===== config.mk =====
export PLATFORM = sky130hd
export DESIGN_NAME = kbd_mouse_regs
export DESIGN_NICKNAME = d
export VERILOG_FILES = /design/src/rtl/kmr_pkg.sv /design/src/rtl/kmr_rst_sync.sv /design/src/rtl/kmr_ctrl_regs.sv /design/src/rtl/kmr_rx_hold.sv /design/src/rtl/kmr_tx_port.sv /design/src/rtl/kbd_mouse_regs.sv
export SDC_FILE = /design/constraint.sdc
export NUM_CORES = 1
export LEC_CHECK = 0
export BUFFER_PORTS_ARGS = -buffer_cell sky130_fd_sc_hd__buf_2
export CELL_PAD_IN_SITES_DETAIL_PLACEMENT = 1
export CELL_PAD_IN_SITES_GLOBAL_PLACEMENT = 1
export CORE_ASPECT_RATIO = 0.75
export CORE_UTILIZATION = 45
export CTS_CLUSTER_DIAMETER = 200
export DETAILED_ROUTE_END_ITERATION = 16
export PLACE_DENSITY_LB_ADDON = 0.1
export SYNTH_ARGS = -nofsm -noshare
export SYNTH_HDL_FRONTEND = slang
export SYNTH_SLANG_ARGS = --single-unit

===== constraint.sdc =====
create_clock -name clk -period 3.9 [get_ports clk]
set_clock_uncertainty 0.15 [all_clocks]
set_input_delay 0.39 -clock clk [delete_from_list [all_inputs] [get_ports clk]]
set_output_delay 0.39 -clock clk [all_outputs]
set_load 0.1 [all_outputs]

===== src/rtl/kmr_pkg.sv =====
package kmr_pkg;
  localparam int unsigned WORD_CTRL   = 0;
  localparam int unsigned WORD_STAT   = 1;
  localparam int unsigned WORD_DATA   = 2;
  localparam int unsigned WORD_CLKDIV = 3;
  localparam int unsigned WORD_ISTAT  = 4;

  localparam int unsigned ID_BASE  = 32'hFE0;
  localparam int unsigned ID_BYTES = 32;

  localparam int unsigned STAT_PEND_BIT = 4;
  localparam int unsigned CTRL_TXIE_BIT = 3;
  localparam int unsigned CTRL_RXIE_BIT = 4;

  typedef enum logic [2:0] {
    SEL_NONE, SEL_CTRL, SEL_STAT, SEL_DATA, SEL_CLKDIV, SEL_ISTAT, SEL_ID
  } reg_sel_e;

  function automatic logic [7:0] id_byte(input logic [2:0] idx);
    case (idx)
      3'd0:    id_byte = 8'h50;
      3'd1:    id_byte = 8'h10;
      3'd2:    id_byte = 8'h04;
      3'd3:    id_byte = 8'h00;
      3'd4:    id_byte = 8'h0D;
      3'd5:    id_byte = 8'hF0;
      3'd6:    id_byte = 8'h05;
      default: id_byte = 8'hB1;
    endcase
  endfunction
endpackage


===== src/rtl/kmr_rst_sync.sv =====
module kmr_rst_sync #(
  parameter int unsigned STAGES = 2
) (
  input  logic clk,
  input  logic rst_n,
  output logic srst_n
);
  logic [STAGES-1:0] chain_q;
  logic [STAGES-1:0] chain_d;

  always_comb begin
    chain_d = {chain_q[STAGES-2:0], 1'b1};
  end

  always_ff @(posedge clk or negedge rst_n) begin
    if (!rst_n) chain_q <= '0;
    else        chain_q <= chain_d;
  end

  assign srst_n = chain_q[STAGES-1];
endmodule


===== src/rtl/kmr_ctrl_regs.sv =====
module kmr_ctrl_regs
  import kmr_pkg::*;
#(
  parameter int unsigned DATA_W = 32
) (
  input  logic              clk,
  input  logic              srst_n,
  input  logic              we_ctrl,
  input  logic              we_clkdiv,
  input  logic [DATA_W-1:0] wdata,
  input  logic              pending,
  output logic [DATA_W-1:0] ctrl_q,
  output logic [DATA_W-1:0] clkdiv_q,
  output logic              irq
);
  logic [DATA_W-1:0] ctrl_d;
  logic [DATA_W-1:0] clkdiv_d;

  always_comb begin
    ctrl_d   = ctrl_q;
    clkdiv_d = clkdiv_q;
    if (we_ctrl)   ctrl_d   = wdata;
    if (we_clkdiv) clkdiv_d = wdata;
  end

  always_ff @(posedge clk or negedge srst_n) begin
    if (!srst_n) begin
      ctrl_q   <= '0;
      clkdiv_q <= '0;
    end else begin
      if (we_ctrl)   ctrl_q   <= ctrl_d;
      if (we_clkdiv) clkdiv_q <= clkdiv_d;
    end
  end

  always_comb begin
    irq = (pending && ctrl_q[CTRL_RXIE_BIT]) || ctrl_q[CTRL_TXIE_BIT];
  end

  p_ctrl_store_r1: assert property (@(posedge clk) disable iff (!srst_n)
    we_ctrl |=> ctrl_q == $past(wdata));
  p_clkdiv_store_r1: assert property (@(posedge clk) disable iff (!srst_n)
    we_clkdiv |=> clkdiv_q == $past(wdata));
  p_ctrl_hold_r9: assert property (@(posedge clk) disable iff (!srst_n)
    !we_ctrl |=> $stable(ctrl_q));
endmodule


===== src/rtl/kmr_rx_hold.sv =====
module kmr_rx_hold #(
  parameter int unsigned BYTE_W = 8
) (
  input  logic              clk,
  input  logic              srst_n,
  input  logic              rd_data,
  input  logic              rx_valid,
  input  logic [BYTE_W-1:0] rx_byte,
  output logic              rx_ready,
  output logic [BYTE_W-1:0] data_out
);
  logic [BYTE_W-1:0] last_q;
  logic [BYTE_W-1:0] last_d;
  logic              take;

  always_comb begin
    rx_ready = rd_data;
    take     = rd_data && rx_valid;
    last_d   = take ? rx_byte : last_q;
    data_out = last_d;
  end

  always_ff @(posedge clk or negedge srst_n) begin
    if (!srst_n)   last_q <= '0;
    else if (take) last_q <= last_d;
  end

  p_take_loads_r6: assert property (@(posedge clk) disable iff (!srst_n)
    (rx_ready && rx_valid) |=> last_q == $past(rx_byte));
  p_empty_read_keeps_r7: assert property (@(posedge clk) disable iff (!srst_n)
    (rd_data && !rx_valid) |=> $stable(last_q));
endmodule


===== src/rtl/kmr_tx_port.sv =====
module kmr_tx_port #(
  parameter int unsigned BYTE_W = 8
) (
  input  logic              clk,
  input  logic              srst_n,
  input  logic              we_data,
  input  logic [BYTE_W-1:0] wbyte,
  output logic              tx_strobe,
  output logic [BYTE_W-1:0] tx_byte
);
  logic              stb_d;
  logic [BYTE_W-1:0] byte_d;

  always_comb begin
    stb_d  = we_data;
    byte_d = we_data ? wbyte : tx_byte;
  end

  always_ff @(posedge clk or negedge srst_n) begin
    if (!srst_n) begin
      tx_strobe <= 1'b0;
      tx_byte   <= '0;
    end else begin
      tx_strobe <= stb_d;
      if (we_data) tx_byte <= byte_d;
    end
  end

  p_tx_pulse_r8: assert property (@(posedge clk) disable iff (!srst_n)
    we_data |=> (tx_strobe && tx_byte == $past(wbyte)));
  p_tx_quiet_r8: assert property (@(posedge clk) disable iff (!srst_n)
    !we_data |=> !tx_strobe);
endmodule


===== src/rtl/kbd_mouse_regs.sv =====
module kbd_mouse_regs
  import kmr_pkg::*;
#(
  parameter int unsigned ADDR_W = 12,
  parameter int unsigned DATA_W = 32,
  parameter int unsigned BYTE_W = 8
) (
  input  logic              clk,
  input  logic              rst_n,
  input  logic              bus_sel,
  input  logic              bus_wr,
  input  logic [ADDR_W-1:0] bus_addr,
  input  logic [DATA_W-1:0] bus_wdata,
  output logic [DATA_W-1:0] bus_rdata,
  input  logic              rx_valid,
  input  logic [BYTE_W-1:0] rx_byte,
  output logic              rx_ready,
  output logic              tx_strobe,
  output logic [BYTE_W-1:0] tx_byte,
  output logic              irq
);
  localparam int unsigned WORD_W = ADDR_W - 2;

  logic              srst_n;
  logic [WORD_W-1:0] word_idx;
  logic [2:0]        id_idx;
  reg_sel_e          sel;
  logic              rd_data, we_ctrl, we_clkdiv, we_data;
  logic [DATA_W-1:0] ctrl_q, clkdiv_q;
  logic [BYTE_W-1:0] data_out;

  kmr_rst_sync #(.STAGES(2)) u_rst (
    .clk(clk), .rst_n(rst_n), .srst_n(srst_n)
  );

  always_comb begin
    word_idx = bus_addr[ADDR_W-1:2];
    id_idx   = bus_addr[4:2];
    sel      = SEL_NONE;
    if (32'(bus_addr) >= ID_BASE && 32'(bus_addr) < ID_BASE + ID_BYTES)
      sel = SEL_ID;
    else if (32'(word_idx) == WORD_CTRL)   sel = SEL_CTRL;
    else if (32'(word_idx) == WORD_STAT)   sel = SEL_STAT;
    else if (32'(word_idx) == WORD_DATA)   sel = SEL_DATA;
    else if (32'(word_idx) == WORD_CLKDIV) sel = SEL_CLKDIV;
    else if (32'(word_idx) == WORD_ISTAT)  sel = SEL_ISTAT;
  end

  always_comb begin
    rd_data   = bus_sel && !bus_wr && (sel == SEL_DATA);
    we_ctrl   = bus_sel &&  bus_wr && (sel == SEL_CTRL);
    we_clkdiv = bus_sel &&  bus_wr && (sel == SEL_CLKDIV);
    we_data   = bus_sel &&  bus_wr && (sel == SEL_DATA);
  end

  kmr_ctrl_regs #(.DATA_W(DATA_W)) u_ctrl (
    .clk(clk), .srst_n(srst_n), .we_ctrl(we_ctrl), .we_clkdiv(we_clkdiv),
    .wdata(bus_wdata), .pending(rx_valid), .ctrl_q(ctrl_q),
    .clkdiv_q(clkdiv_q), .irq(irq)
  );

  kmr_rx_hold #(.BYTE_W(BYTE_W)) u_rx (
    .clk(clk), .srst_n(srst_n), .rd_data(rd_data), .rx_valid(rx_valid),
    .rx_byte(rx_byte), .rx_ready(rx_ready), .data_out(data_out)
  );

  kmr_tx_port #(.BYTE_W(BYTE_W)) u_tx (
    .clk(clk), .srst_n(srst_n), .we_data(we_data),
    .wbyte(bus_wdata[BYTE_W-1:0]), .tx_strobe(tx_strobe), .tx_byte(tx_byte)
  );

  always_comb begin
    bus_rdata = '0;
    if (bus_sel && !bus_wr) begin
      case (sel)
        SEL_CTRL:   bus_rdata = ctrl_q;
        SEL_STAT:   bus_rdata[STAT_PEND_BIT] = rx_valid;
        SEL_DATA:   bus_rdata = DATA_W'(data_out);
        SEL_CLKDIV: bus_rdata = clkdiv_q;
        SEL_ISTAT:  bus_rdata = DATA_W'({1'b1, rx_valid});
        SEL_ID:     bus_rdata = DATA_W'(id_byte(id_idx));
        default:    bus_rdata = '0;
      endcase
    end
  end

  p_ready_on_read_r10: assert property (@(posedge clk) disable iff (!srst_n)
    rx_ready |-> (bus_sel && !bus_wr));
  p_txie_irq_r5: assert property (@(posedge clk) disable iff (!srst_n)
    ctrl_q[CTRL_TXIE_BIT] |-> irq);
  p_no_irq_idle_r11: assert property (@(posedge clk) disable iff (!srst_n)
    (!rx_valid && !ctrl_q[CTRL_TXIE_BIT]) |-> !irq);
endmodule


======== Word-level counts from Yosys, hierarchy flattened ========
Cells that the tools add are included.
storage, ports and cells
  output and inout port bits .............. 43
  bits of input ports ..................... 57
  logic and storage cells ................. 47
  register bits after elaboration ......... 83
cells by class
  order comparisons ....................... 1
  mux-type cells .......................... 12
  equality and inequality tests ........... 16
  reduce and logical (&&, ||, !) cells .... 12
operator list
  cell                                                        count
  case mux 27 bit (4 select lines)                            1
  case mux 8 bit (7 select lines)                             1
  2-to-1 mux 32 bit                                           1
  == test 10 x 2 -> 1 bit (second input constant)             2
  case mux 4 bit (5 select lines)                             1
  == test 3 bit (second input constant)                       6
  2-to-1 mux 3 bit                                            6
  == test 3 x 2 -> 1 bit (second input constant)              4
  greater-or-equal comparator 12 bit (second input constant)  1
  == test 10 x 1 -> 1 bit (second input constant)             1
  == test 10 x 3 -> 1 bit (second input constant)             1
  zero test 10 bit                                            1
  logical AND 1 bit                                           8
  2-to-1 mux 8 bit                                            1
  == test 3 x 1 -> 1 bit (second input constant)              2
  case mux 1 bit (5 select lines)                             1
  zero test 3 bit                                             1
  zero test 1 bit                                             1
  logical OR 1 bit                                            1

======== Logic depth before layout (Yosys ltp) ========
Gate-level depths: netlist of run 1.
  depth in word-level cells ............... 13
  depth in mapped cells ................... 7
  depth with buffers taken out ............ 4

======== Hierarchy ========
A second synthesis of run 1 with hierarchy kept.
unflattened totals
  cells, all modules ...................... 320
  area total of the unflattened synthesis .. 4,413.0 um^2
modules (own cells, without submodules)
  module          sequential area each (um^2)  instances  cells each  area each (um^2)
  kmr_ctrl_regs   1,601.5                      1          137         2,697.6
  kbd_mouse_regs  0.0                          1          135         848.3
  kmr_rx_hold     200.2                        1          27          456.7
  kmr_tx_port     225.2                        1          18          356.6
  kmr_rst_sync    50.0                         1          3           53.8

======== Worst setup path after synthesis of run 1 ========
Ideal clock, no wire load.
  kind .................................... input-to-output
  start point ............................. input bus_addr[8]
  end point ............................... output rx_ready
  data arrival time ....................... 4,265 ps
  data required time ...................... 3,360 ps
  path buffers ............................ 1
  stages on the path ...................... 4
  setup slack ............................. -905 ps
  cells stage by stage .................... nor4_1 -> buf_2 -> nand2_1 -> nor4b_1
on the way
  cells in the longest elaborated chain, start to end .. 9
  elaborated cells on any way between the ends .. 14
  classes of those cells .................. order compare (1); eq/ne (5); mux (6); reduce/logical (2)
ends and longest elaborated chain
  element                   line                  source
  start: declaration        kbd_mouse_regs.sv:12  input logic [ADDR_W-1:0] bus_addr,
  == test 10 x 3 -> 1 bit   kbd_mouse_regs.sv:46  else if (32'(word_idx) == WORD_ISTAT) sel = SEL_ISTAT;
  2-to-1 mux 3 bit          kbd_mouse_regs.sv:46
  2-to-1 mux 3 bit          kbd_mouse_regs.sv:45  else if (32'(word_idx) == WORD_CLKDIV) sel = SEL_CLKDIV;
  2-to-1 mux 3 bit          kbd_mouse_regs.sv:44  else if (32'(word_idx) == WORD_DATA) sel = SEL_DATA;
  2-to-1 mux 3 bit          kbd_mouse_regs.sv:43  else if (32'(word_idx) == WORD_STAT) sel = SEL_STAT;
  2-to-1 mux 3 bit          kbd_mouse_regs.sv:42  else if (32'(word_idx) == WORD_CTRL) sel = SEL_CTRL;
  2-to-1 mux 3 bit *        kbd_mouse_regs.sv:40  if (32'(bus_addr) >= ID_BASE && 32'(bus_addr) < ID_BASE + ID_BYTES)
  == test 3 x 2 -> 1 bit *  kbd_mouse_regs.sv:50  rd_data = bus_sel && !bus_wr && (sel == SEL_DATA);
  logical AND 1 bit *       kbd_mouse_regs.sv:50
  end: declaration          kbd_mouse_regs.sv:17  output logic rx_ready,
Mark *: on every way between the ends. The rest lies on a longest branch, timed or not.

======== Worst setup path in the final report of run 1 ========
  start point ............................. input bus_addr[4]
  end point ............................... output bus_rdata[5]
on the way
  cells in the longest elaborated chain, start to end .. 13
  elaborated cells on any way between the ends .. 29
  classes of those cells .................. order compare (1); eq/ne (14); mux (10); reduce/logical (4)
ends and longest elaborated chain
  element                             line                                        source
  == test 10 x 3 -> 1 bit             kbd_mouse_regs.sv:46
  2-to-1 mux 3 bit                    kbd_mouse_regs.sv:46
  2-to-1 mux 3 bit                    kbd_mouse_regs.sv:45
  2-to-1 mux 3 bit                    kbd_mouse_regs.sv:44
  2-to-1 mux 3 bit                    kbd_mouse_regs.sv:43
  2-to-1 mux 3 bit                    kbd_mouse_regs.sv:42
  2-to-1 mux 3 bit                    kbd_mouse_regs.sv:40
  == test 3 x 2 -> 1 bit              kbd_mouse_regs.sv:50, kbd_mouse_regs.sv:75
  logical AND 1 bit                   kbd_mouse_regs.sv:50
  logical AND 1 bit                   kmr_rx_hold.sv:18                           take = rd_data && rx_valid;
  2-to-1 mux 8 bit                    kmr_rx_hold.sv:19                           last_d = take ? rx_byte : last_q;
  case mux 27 bit (4 select lines) *  kbd_mouse_regs.sv:75                        case (sel)
  2-to-1 mux 32 bit *                 kbd_mouse_regs.sv:74                        if (bus_sel && !bus_wr) begin
  end: declaration                    kbd_mouse_regs.sv:14                        output logic [DATA_W-1:0] bus_rdata,
Marked as above.

==> results of run 1 <==
[power by group through the flow]
stage	registers (mW)	clock network [mW]	logic (mW)
floorplan	0.904	0	0.0265
global placement	0.904	0	0.0742
detailed placement	0.905	0	0.0771
CTS	0.889	0.922	0.0790
global route	0.891	0.953	0.0861
finish	0.888	0.899	0.0791
[through the flow]
stage          cells  worst slack [ns]  hold slack [ns]
2_1_floorplan    316             0.132          -0.0556
3_3_place_gp     508             0.799           0.0243
3_5_place_dp     508             0.789           0.0300
4_1_cts          525             0.807            0.119
5_1_grt          525             0.675            0.120
6_report         525             0.825            0.130
[registers in the layout, summed over array words and instances (netlist names)]
name / cells
u_ctrl.clkdiv_q: 32
u_ctrl.ctrl_q: 32
u_rx.last_q: 8
u_tx.tx_byte: 8
u_rst.chain_q: 2
u_tx.tx_strobe: 1
[per-layer routing]
metal  vias up  part of all wire  GRT usage
li1       1357                 -          -
met1      1497              0.47      0.356
met2        79              0.47      0.385
met3         4             0.051     0.0683
met4         0            0.0045     0.0521
met5         -                 0          0
[logic make-up (layout without fill, tap and decap cells)]
group           after synthesis  count (layout)
mux                          90              90
flops                        83              83
simple gates                 70              70
compound gates               52              52
buf+inv                      20             121
other cells                   1               1
[critical path, stage by stage]
cell     delay, ns
buf_2         0.17
nor4_2        0.48
nand3_1       0.13
a21o_1        0.55
a21oi_1       0.34
buf_2         0.47
[layout make-up]
type,count,area [um2],share of cell area
inverter,1,3.75,0.000712
tap,108,135,0.0256
clock inverter,6,88.8,0.0169
clock buffer,10,229,0.0434
timing repair buffer,104,961,0.182
sequential,83,2080,0.395
multi-input combinational,213,1770,0.336
[timing repair]
item	in CTS	in global routing
resized for setup	0	0
hold endpoints to repair	2	0
hold buffers	1	0
[worst min path at each step]
stage               slack (ns)           from             endpoint
global route              0.12  bus_wdata[11]  u_ctrl.clkdiv_q[11]
detailed placement        0.03          rst_n     u_rst.chain_q[0]
CTS                       0.12   bus_wdata[9]   u_ctrl.clkdiv_q[9]
finish                    0.13  bus_wdata[17]    u_ctrl.ctrl_q[17]
floorplan                -0.06          rst_n     u_rst.chain_q[0]
global placement          0.02          rst_n     u_rst.chain_q[0]
[synthesized netlist by cell type (all sizes together) (4+ instances only)]
cell	number	area share
nor2	30	0.029
and4	4	0.0089
clkbuf	8	0.0077
a21oi	6	0.0077
a22oi	24	0.046
nand4	4	0.0064
nand2	6	0.0057
dfrtp	83	0.53
mux2i	9	0.023
buf	11	0.013
o21ai	4	0.0051
mux2	81	0.23
nand3	9	0.013
==> results by group, run 1 <==
Run status
  • Status: completed

Finish
  • Most frequent cells in the layout: 82 x dfrtp_1, 69 x buf_2, 47 x mux2_2
  • P&R area growth vs syn: 34.4%
  • Post-Layout Inst Area: about 5300 um2
  • Most common cell after layout, fill and taps aside: dfrtp_1
  • Antenna diodes: 0
  • Ratio of cells with drive above 1 in the final layout: 0.417
  • Post-layout net count: 469
  • Fillcell total: 864
  • Finished Core Util: 0.624

Place
  • Placed Area: 4940 um2
  • Port Buf Inserts: 97
  • HPWL after detailed placement: approximately 7 mm
  • Placer congestion estimate: about 0.86

Routing
  • 1st-iter DRT viols: 154
  • DRT Pass-1 Iters: 4
  • Routed length per placed instance: roughly 20 um
  • DRT Wirelength: 10.3 mm
  • DR vias: 2937
  • ANT nets after route: 0
  • DRC Markers: 0
  • Vias per inst: between 5 and 6

Yosys
  • Mapped Cells: 316
  • Adder-cell share of the synthesized area: 0
  • Yosys warning count: 0
  • Post-synthesis xor/xnor area fraction: 0
  • Largest family of logic cells by synthesized area: multiplexers
  • Post-synth ARST share: 1.00
  • Mapped cell area: 3920 um2
  • Mean Syn Cell Area: 12.4 um2
  • Yosys reg bits: 83
  • Syn Nets: roughly 370
  • Multiplexer share of the synthesized area: 0.256
  • Compound-Gate Fraction of Synth Area: 0.0947
  • Post-synthesis sequential area ratio: 0.530
  • Ys flop type: dfrtp_1
  • Post-synth cell types: 40
  • Synth Area in Simple Gates: 0.0979
  • EDFF count, synth: 0

Clock network
  • CTS tree: built
  • Root buffer cell: clkbuf_16
  • Max Root-Sink Buffers: 2
  • Reg clk slew, reported paths: 0.06 ns
  • H-Tree Depth: 3
  • CTS Sinks: 83
  • CTS buffer count: 9
  • Clock latency on the worst-skew pair: about 0.34 ns
  • Setup Buffers After CTS: 0

Critical path
  • Required @ worst endpoint: 3.36 ns
  • R2r setup slk: 2.57 ns
  • Crit. Startpoint: bus_addr[4]
  • CP endpoint kind: output pin
  • R2R Path End: u_rx.last_q[5]
  • Worst R2R Path Depth: 0
  • Setup CP Type: in -> out
  • Crit path to: bus_rdata[5]
  • CP arrival: 2.53 ns
  • CP startpoint kind: primary input
  • CP Max Fanout: 27
  • RR Startpoint: u_rst.chain_q[1]

Run
  • Max-cap violations: 0

Floorplanning
  • Core Footprint: 8450 um2
  • Full die area: ~9100 um2
  • Initial Util: 0.464
  • Number of I/O pins: 100
  • Die W: 110 um
  • Die Span Y: between 80 and 90 um
  • # rows: 29

Global routing
  • Largest net degree at the start of global routing: 82
  • Global route overflow: 0
  • Number of global-route vias before repair: 3239
  • Global Route Usage Sum: 0.251
  • First-pass GRT wire length: 17.1 mm
  • Initial antenna violation count: 0

STA
  • Setup tns final: 0 ns
  • Ratio of final minimum period to clock period: 0.788
  • RSZ-0062 raised after global routing: no
  • Final setup viols: 0
  • Max-slew headroom: 0.312
  • Final Max Slew Viols: 0
  • Peak Freq: 325 MHz
  • Actual transition at the worst max-transition pin: 1.03 ns
  • Final worst path period need: between 3 and 4 ns
  • Hold Vio Cnt, Final: 0

Pwr
  • PwrDens: 354 nW/um2
  • Int Power: 1.46 mW
  • P_leak: 2.57 nW
  • Clk pwr share: 0.482
  • Flop pwr share: 0.476
  • Switching fraction of total power: 0.216
  • Worst vdd ir: 0.314 mV
  • Sw Pwr: 0.402 mW
  • Tot Pwr: 1.87 mW
  • Combinational Power Share: 0.042

Min path
  • Worst min path class: in -> reg
  • Worst hold path cell count: 2
(Power assumes the default switching activity.)
==> run 2, diff against run 1 <==
- CORE_UTILIZATION: 45 -> 42
- clock period: 3.9 -> 3.1 ns (I/O delays scaled with it)
==> run 2 against run 1 <==
- via count rose by 2.1%
- cell area grew 3.3%
- power grew 28%
- sequential power is 26% higher
- combinational power is 30% higher
- hold slack worse by 0.086 ns
- sequential share of layout area shrank 1.3 points
- die area rose by 7.0%
- non-clock buffer count up 3
- core utilization decreased by 2.2 points
==> results by group, run 2 (synthesis results as in run 1) <==
Place
  • Pre-CTS WS: 0.511 ns (-0.278 ns)
  • Placer congestion estimate: 0.897 (+4.4%)
  • Dpl cells: 531 (+4.5%)
  • Port Buf Inserts: 97 (unchanged)
  • Placed Area: 5110 um2 (+3.3%)
  • HPWL after detailed placement: 7.36 mm (+5.3%)

Finish
  • Post-Layout Inst Area: 5440 um2 (+3.3%)
  • Antenna diodes: 0 (unchanged)
  • Fillcell total: 886 (+2.5%)
  • P&R area growth vs syn: 38.8%
  • Most frequent cells in the layout: 82 x dfrtp_1, 64 x buf_2, 47 x mux2_2
  • Largest regs: u_ctrl.clkdiv_q: 32 flops, u_ctrl.ctrl_q: 32 flops
  • Final cell count without fillers: 548 (+4.4%)
  • Finished Core Util: 0.602 (-0.0217)
  • Ratio of cells with drive above 1 in the final layout: 0.443 (+0.0256)
  • Most common cell after layout, fill and taps aside: dfrtp_1
  • Post-layout net count: 472 (+0.64%)

Global routing
  • Global route overflow: 0 (unchanged)
  • Largest net degree at the start of global routing: 82 (unchanged)
  • Global Route Usage Sum: 0.246 (-0.00515)
  • Number of global-route vias before repair: 3281 (+1.3%)
  • Initial antenna violation count: 0 (unchanged)
  • First-pass GRT wire length: 17.8 mm (+4.2%)

Critical path
  • CP startpoint kind: primary input
  • Crit. Startpoint: bus_addr[8]
  • Critical Path, Cell by Cell: buf_2 > or4_4 > nor3_4 > buf_4 > a22oi_1 > nor2_1 > buf_12
  • RR Startpoint: u_rst.chain_q[1]
  • Setup CP Type: in -> out
  • Worst R2R Path Depth: 0 (unchanged)
  • Crit path to: bus_rdata[14]
  • CP endpoint kind: output pin
  • CP Max Fanout: 27 (unchanged)
  • CP arrival: 2.10 ns (-0.43 ns)
  • Required @ worst endpoint: 2.64 ns (-0.72 ns)
  • CP peak stage delay: 0.55 ns (about the same)
  • CP max-delay cell: or4_4
  • R2r setup slk: 1.77 ns (-0.80 ns)
  • R2R Path End: u_ctrl.ctrl_q[0]

Floorplanning
  • Die Span Y: 85.7 um (+3.4%)
  • Die W: 114 um (+3.4%)
  • Core Footprint: 9050 um2 (+7.0%)
  • Initial Util: 0.434 (-0.0304)
  • # rows: 30 (+3.4%)
  • Number of I/O pins: 100 (unchanged)
  • Full die area: 9730 um2 (+7.0%)

Pwr
  • P_leak: 2.61 nW (+1.3%)
  • Tot Pwr: 2.38 mW (+28%)
  • Worst vdd ir: 0.304 mV (-3.3%)
  • PwrDens: 438 nW/um2 (+24%)

STA
  • Ratio of final minimum period to clock period: 0.827
  • Final Max Slew Viols: 0 (unchanged)
  • Max-slew headroom: 0.309 (-0.00276)
  • Peak Freq: 390 MHz
  • Setup tns final: 0 ns (unchanged)
  • Hold Vio Cnt, Final: 0 (unchanged)
  • RSZ-0062 raised after global routing: no
  • Worst hold margin: 0.0443 ns (-0.0857 ns)
  • Final setup viols: 0 (unchanged)
  • Setup ws final: 0.538 ns (-0.288 ns)
  • Actual transition at the worst max-transition pin: 1.04 ns (+0.00414 ns)
  • Final worst path period need: 2.56 ns

Min path
  • Worst Hold Launch: bus_wdata[30]
  • Worst min path class: in -> reg
  • Worst hold path cell count: 2 (unchanged)

Run status
  • Status: completed

Routing
  • DRT Wirelength: 10.9 mm (+6.3%)
  • Routed length per placed instance: 19.9 um (+1.9%)
  • ANT nets after route: 0 (unchanged)
  • DRC Markers: 0 (unchanged)
  • DRT Pass-1 Iters: 4 (unchanged)
  • 1st-iter DRT viols: 107 (-31%)
  • DR vias: 2999 (+2.1%)
  • Vias per inst: 5.47 (-2.2%)

Clock network
  • Reg clk slew, reported paths: 0.06 ns (about the same)
  • Max Root-Sink Buffers: 2 (unchanged)
  • H-Tree Depth: 3 (unchanged)
  • Root buffer cell: clkbuf_16
  • CTS Sinks: 83 (unchanged)
  • CTS buffer count: 9 (unchanged)
  • Clock latency on the worst-skew pair: 0.34 ns (about the same)
  • CTS tree: built

Run
  • Max-cap violations: 0 (unchanged)
[run 2: cell count changes in the layout (fill, tap and decap cells not counted), moves of 2 or more]
cell | before | now
a21oi_1 | 6 | 4
a21oi_2 | 0 | 2
buf_12 | 28 | 34
buf_2 | 69 | 64
buf_4 | 6 | 8
nor2_2 | 1 | 5
nor2_1 | 29 | 25
[run 2: how the worst min path moves through the flow]
| stage | to | slack, ns |
|---|---|---|
| global placement | u_rst.chain_q[0] | -0.05 |
| CTS | u_ctrl.ctrl_q[30] | 0.04 |
| floorplan | u_rst.chain_q[0] | -0.14 |
| finish | u_ctrl.ctrl_q[30] | 0.04 |
| global route | u_ctrl.ctrl_q[27] | 0.05 |
| detailed placement | u_rst.chain_q[1] | -0.05 |
[run 2: worst max-delay path, delay by kind of cell]
kind            cells  cell delay (ns)
compound gates      1             0.13
buf+inv             3             0.67
simple gates        3             0.98
[run 2: routing by layer]
| layer | up-vias | part of all wire | GRT usage |
|---|---|---|---|
| li1 | 1362 | - | - |
| met1 | 1549 | 0.45 | 0.325 |
| met2 | 79 | 0.48 | 0.400 |
| met3 | 9 | 0.058 | 0.0671 |
| met4 | 0 | 0.011 | 0.0658 |
| met5 | - | 0 | 0 |
[run 2: final cells by class]
class | count | area, um2 | area share
Multi-Input combinational cell | 213 | 1800 | 0.331
Sequential cell | 83 | 2080 | 0.382
Tap cell | 128 | 160 | 0.0294
Timing Repair Buffer | 107 | 1070 | 0.197
Clock inverter | 6 | 88.8 | 0.0163
Clock buffer | 10 | 239 | 0.0439
Inverter | 1 | 3.75 | 0.000689
[run 2: power breakdown]
part | total, mW | switching [mW] | leakage [nW] | internal (mW)
Combinational | 0.103 | 0.0591 | 1.30 | 0.0442
Sequential | 1.12 | 0.0246 | 1.15 | 1.09
Clock | 1.16 | 0.437 | 0.155 | 0.727
[run 2: repair_timing]
action                                 in CTS  in global routing
hold buffers                                1                  0
endpoints found under the hold margin       2                  0
gates resized for setup                     0                  0
buffers inserted                            0                  0
==> run 3, diff against run 2 <==
- CORE_UTILIZATION: 42 -> 38
- clock period: 3.1 -> 2.3 ns (I/O delays scaled with it)
==> run 3 against run 2 <==
- register-to-register slack got worse by 0.56 ns
- via count grew 7.1%
- core utilization rose by 2.2 points
- clock-buffer cell count rose by 1
- critical path depth stayed put
- power rose by 34%
- combinational power rose by 110%
- cell area grew 13%
- sequential power grew 33%
- non-clock buffer count is 42 higher
==> results by group, run 3 (synthesis results as in run 1) <==
STA
  • Worst hold margin: 0.0151 ns (-0.0292 ns)
  • Setup tns final: 0 ns (unchanged)
  • Final worst path period need: 2.24 ns
  • Hold Vio Cnt, Final: 0 (unchanged)
  • Final setup viols: 0 (unchanged)
  • Actual transition at the worst max-transition pin: 0.536 ns (-0.501 ns)
  • Setup ws final: 0.0557 ns (-0.482 ns)
  • Max-slew headroom: 0.643 (+0.334)
  • Ratio of final minimum period to clock period: 0.976
  • Final Max Slew Viols: 0 (unchanged)
  • Peak Freq: around 450 MHz

Finish
  • Ratio of cells with drive above 1 in the final layout: 0.487 (+0.0442)
  • Most common cell after layout, fill and taps aside: dfrtp_1
  • Multi-input gate area: 2040 um2 (+13%)
  • Antenna diodes: 0 (unchanged)
  • Fillcell total: 982 (+11%)
  • Most frequent cells in the layout: 82 x dfrtp_1, 64 x buf_2, 47 x mux2_2
  • Largest regs: u_ctrl.clkdiv_q: 32 flops, u_ctrl.ctrl_q: 32 flops
  • Post-layout net count: 514 (+8.9%)
  • Sequential Area: 2080 um2 (unchanged)
  • P&R area growth vs syn: 56.6%

Pwr
  • P_leak: 2.84 nW (+9.0%)
  • Worst vdd ir: 0.327 mV (+7.6%)
  • PwrDens: 520 nW/um2 (+19%)
  • Tot Pwr: 3.20 mW (+34%)

Global routing
  • Largest net degree at the start of global routing: 43 (-48%)
  • Number of global-route vias before repair: 3685 (+12%)
  • Initial antenna violation count: 0 (unchanged)
  • Global route overflow: 0 (unchanged)
  • Global Route Usage Sum: 0.240 (-0.00568)
  • First-pass GRT wire length: 19.7 mm (+11%)

Critical path
  • Setup CP Type: in -> out
  • CP max-delay cell: or4_4
  • CP arrival: 1.86 ns (-0.24 ns)
  • CP Max Fanout: 18 (-33%)
  • CP startpoint kind: primary input
  • CP endpoint kind: output pin
  • CP most frequent cell: buf_12
  • Required @ worst endpoint: 1.92 ns (-0.72 ns)
  • Critical Path, Cell by Cell: buf_2 > or4_4 > nor3_4 > buf_12 > a22oi_1 > nor2_4 > buf_12
  • CP peak stage delay: 0.57 ns (+0.02 ns)

Place
  • Port Buf Inserts: 97 (unchanged)
  • Pre-CTS WS: -0.00355 ns (-0.514 ns)
  • Placer congestion estimate: 0.917 (+2.3%)
  • HPWL after detailed placement: 8.04 mm (+9.2%)

Clock network
  • Root buffer cell: clkbuf_16
  • Max Root-Sink Buffers: 2 (unchanged)
  • CTS Sinks: 83 (unchanged)
  • H-Tree Depth: 3 (unchanged)
  • CTS tree: built
  • CTS buffer count: 9 (unchanged)
  • Clock latency on the worst-skew pair: 0.34 ns (about the same)
  • Reg clk slew, reported paths: 0.06 ns (about the same)

Routing
  • DRT Pass-1 Iters: 4 (unchanged)
  • Routed length per placed instance: 19.8 um (-0.28%)
  • 1st-iter DRT viols: 104 (-2.8%)
  • ANT nets after route: 0 (unchanged)
  • DRT Wirelength: 11.8 mm (+8.1%)
  • DRC Markers: 0 (unchanged)
  • Vias per inst: 5.41 (-1.2%)
  • DR vias: 3211 (+7.1%)

Floorplanning
  • Number of I/O pins: 100 (unchanged)
  • Die Span Y: 90.0 um (+5.0%)
  • Core Footprint: 9850 um2 (+8.9%)
  • # rows: 31 (+3.3%)
  • Initial Util: 0.398 (-0.0355)
  • Full die area: 10700 um2 (+10%)
  • Die W: 119 um (+5.0%)

Run status
  • Status: completed

Run
  • Max-cap violations: 0 (unchanged)

Min path
  • Worst min path class: in -> reg
-- run 3: cell types whose count changed in the layout (fill, tap and decap cells not counted), moves of 2 or more --
cell	delta
buf_12	+6
buf_4	+4
dlygate4sd3_1	+31
nor2_1	-20
nor2_2	-4
nor2_4	+24
nor4_4	+2
o21a_1	-3
o21a_2	+3
-- run 3: power by group --
| part | switching [mW] | total (mW) | leakage (nW) | internal [mW] |
|---|---|---|---|---|
| Combinational | 0.111 | 0.216 | 1.54 | 0.105 |
| Sequential | 0.0201 | 1.49 | 1.15 | 1.47 |
| Clock | 0.585 | 1.49 | 0.148 | 0.902 |
-- run 3: layout make-up --
cell class / count / share of cell area
clock buffers: 11 / 0.0411
clock inverters: 5 / 0.00957
inverters: 1 / 0.000611
multi-input cells: 213 / 0.332
flip-flops and latches: 83 / 0.339
well taps: 132 / 0.0269
repair buffers: 149 / 0.251
-- run 3: worst max-delay path, delay by kind of cell --
kind,cells,cell delay (ns)
buf+inv,3,0.51
compound gates,1,0.12
simple gates,3,0.99
-- run 3: final timing paths --
path,endpoint,slack (ns),cells past startpoint,startpoint
max in group asynchronous,u_tx.tx_byte[4],1.21,1,u_rst.chain_q[1]
min in group asynchronous,u_rst.chain_q[0],0.05,2,rst_n
worst max register to register,u_tx.tx_byte[4],1.21,1,u_rst.chain_q[1]
worst min-delay path,u_rx.last_q[0],0.02,2,rx_byte[0]
worst max-delay path,bus_rdata[11],0.06,7,bus_addr[8]
worst min register to register,u_tx.tx_byte[6],0.17,0,u_rst.chain_q[1]
-- run 3: per-stage QoR --
stage	cells	utilization	instance area, um2
2_1_floorplan	316	-	4200
3_3_place_gp	546	0.558	5490
3_5_place_dp	546	0.558	5490
4_1_cts	593	0.621	6120
5_1_grt	594	0.623	6140
6_report	594	0.623	6140
-- run 3: repair_timing --
item,4_1_cts,5_1_grt
hold endpoints to repair,50,1
gates resized for setup,0,4
endpoints found under the setup margin,0,30
hold buffers,31,1
setup buffers,0,0
-- run 3: routing by layer --
| metal | GRT usage | vias up | wire length, um |
|---|---|---|---|
| met1 | 0.309 | 1661 | 5170 |
| li1 | - | 1449 | - |
| met4 | 0.0729 | 0 | 167 |
| met3 | 0.0584 | 19 | 543 |
| met2 | 0.399 | 82 | 5910 |
| met5 | 0 | - | 0 |
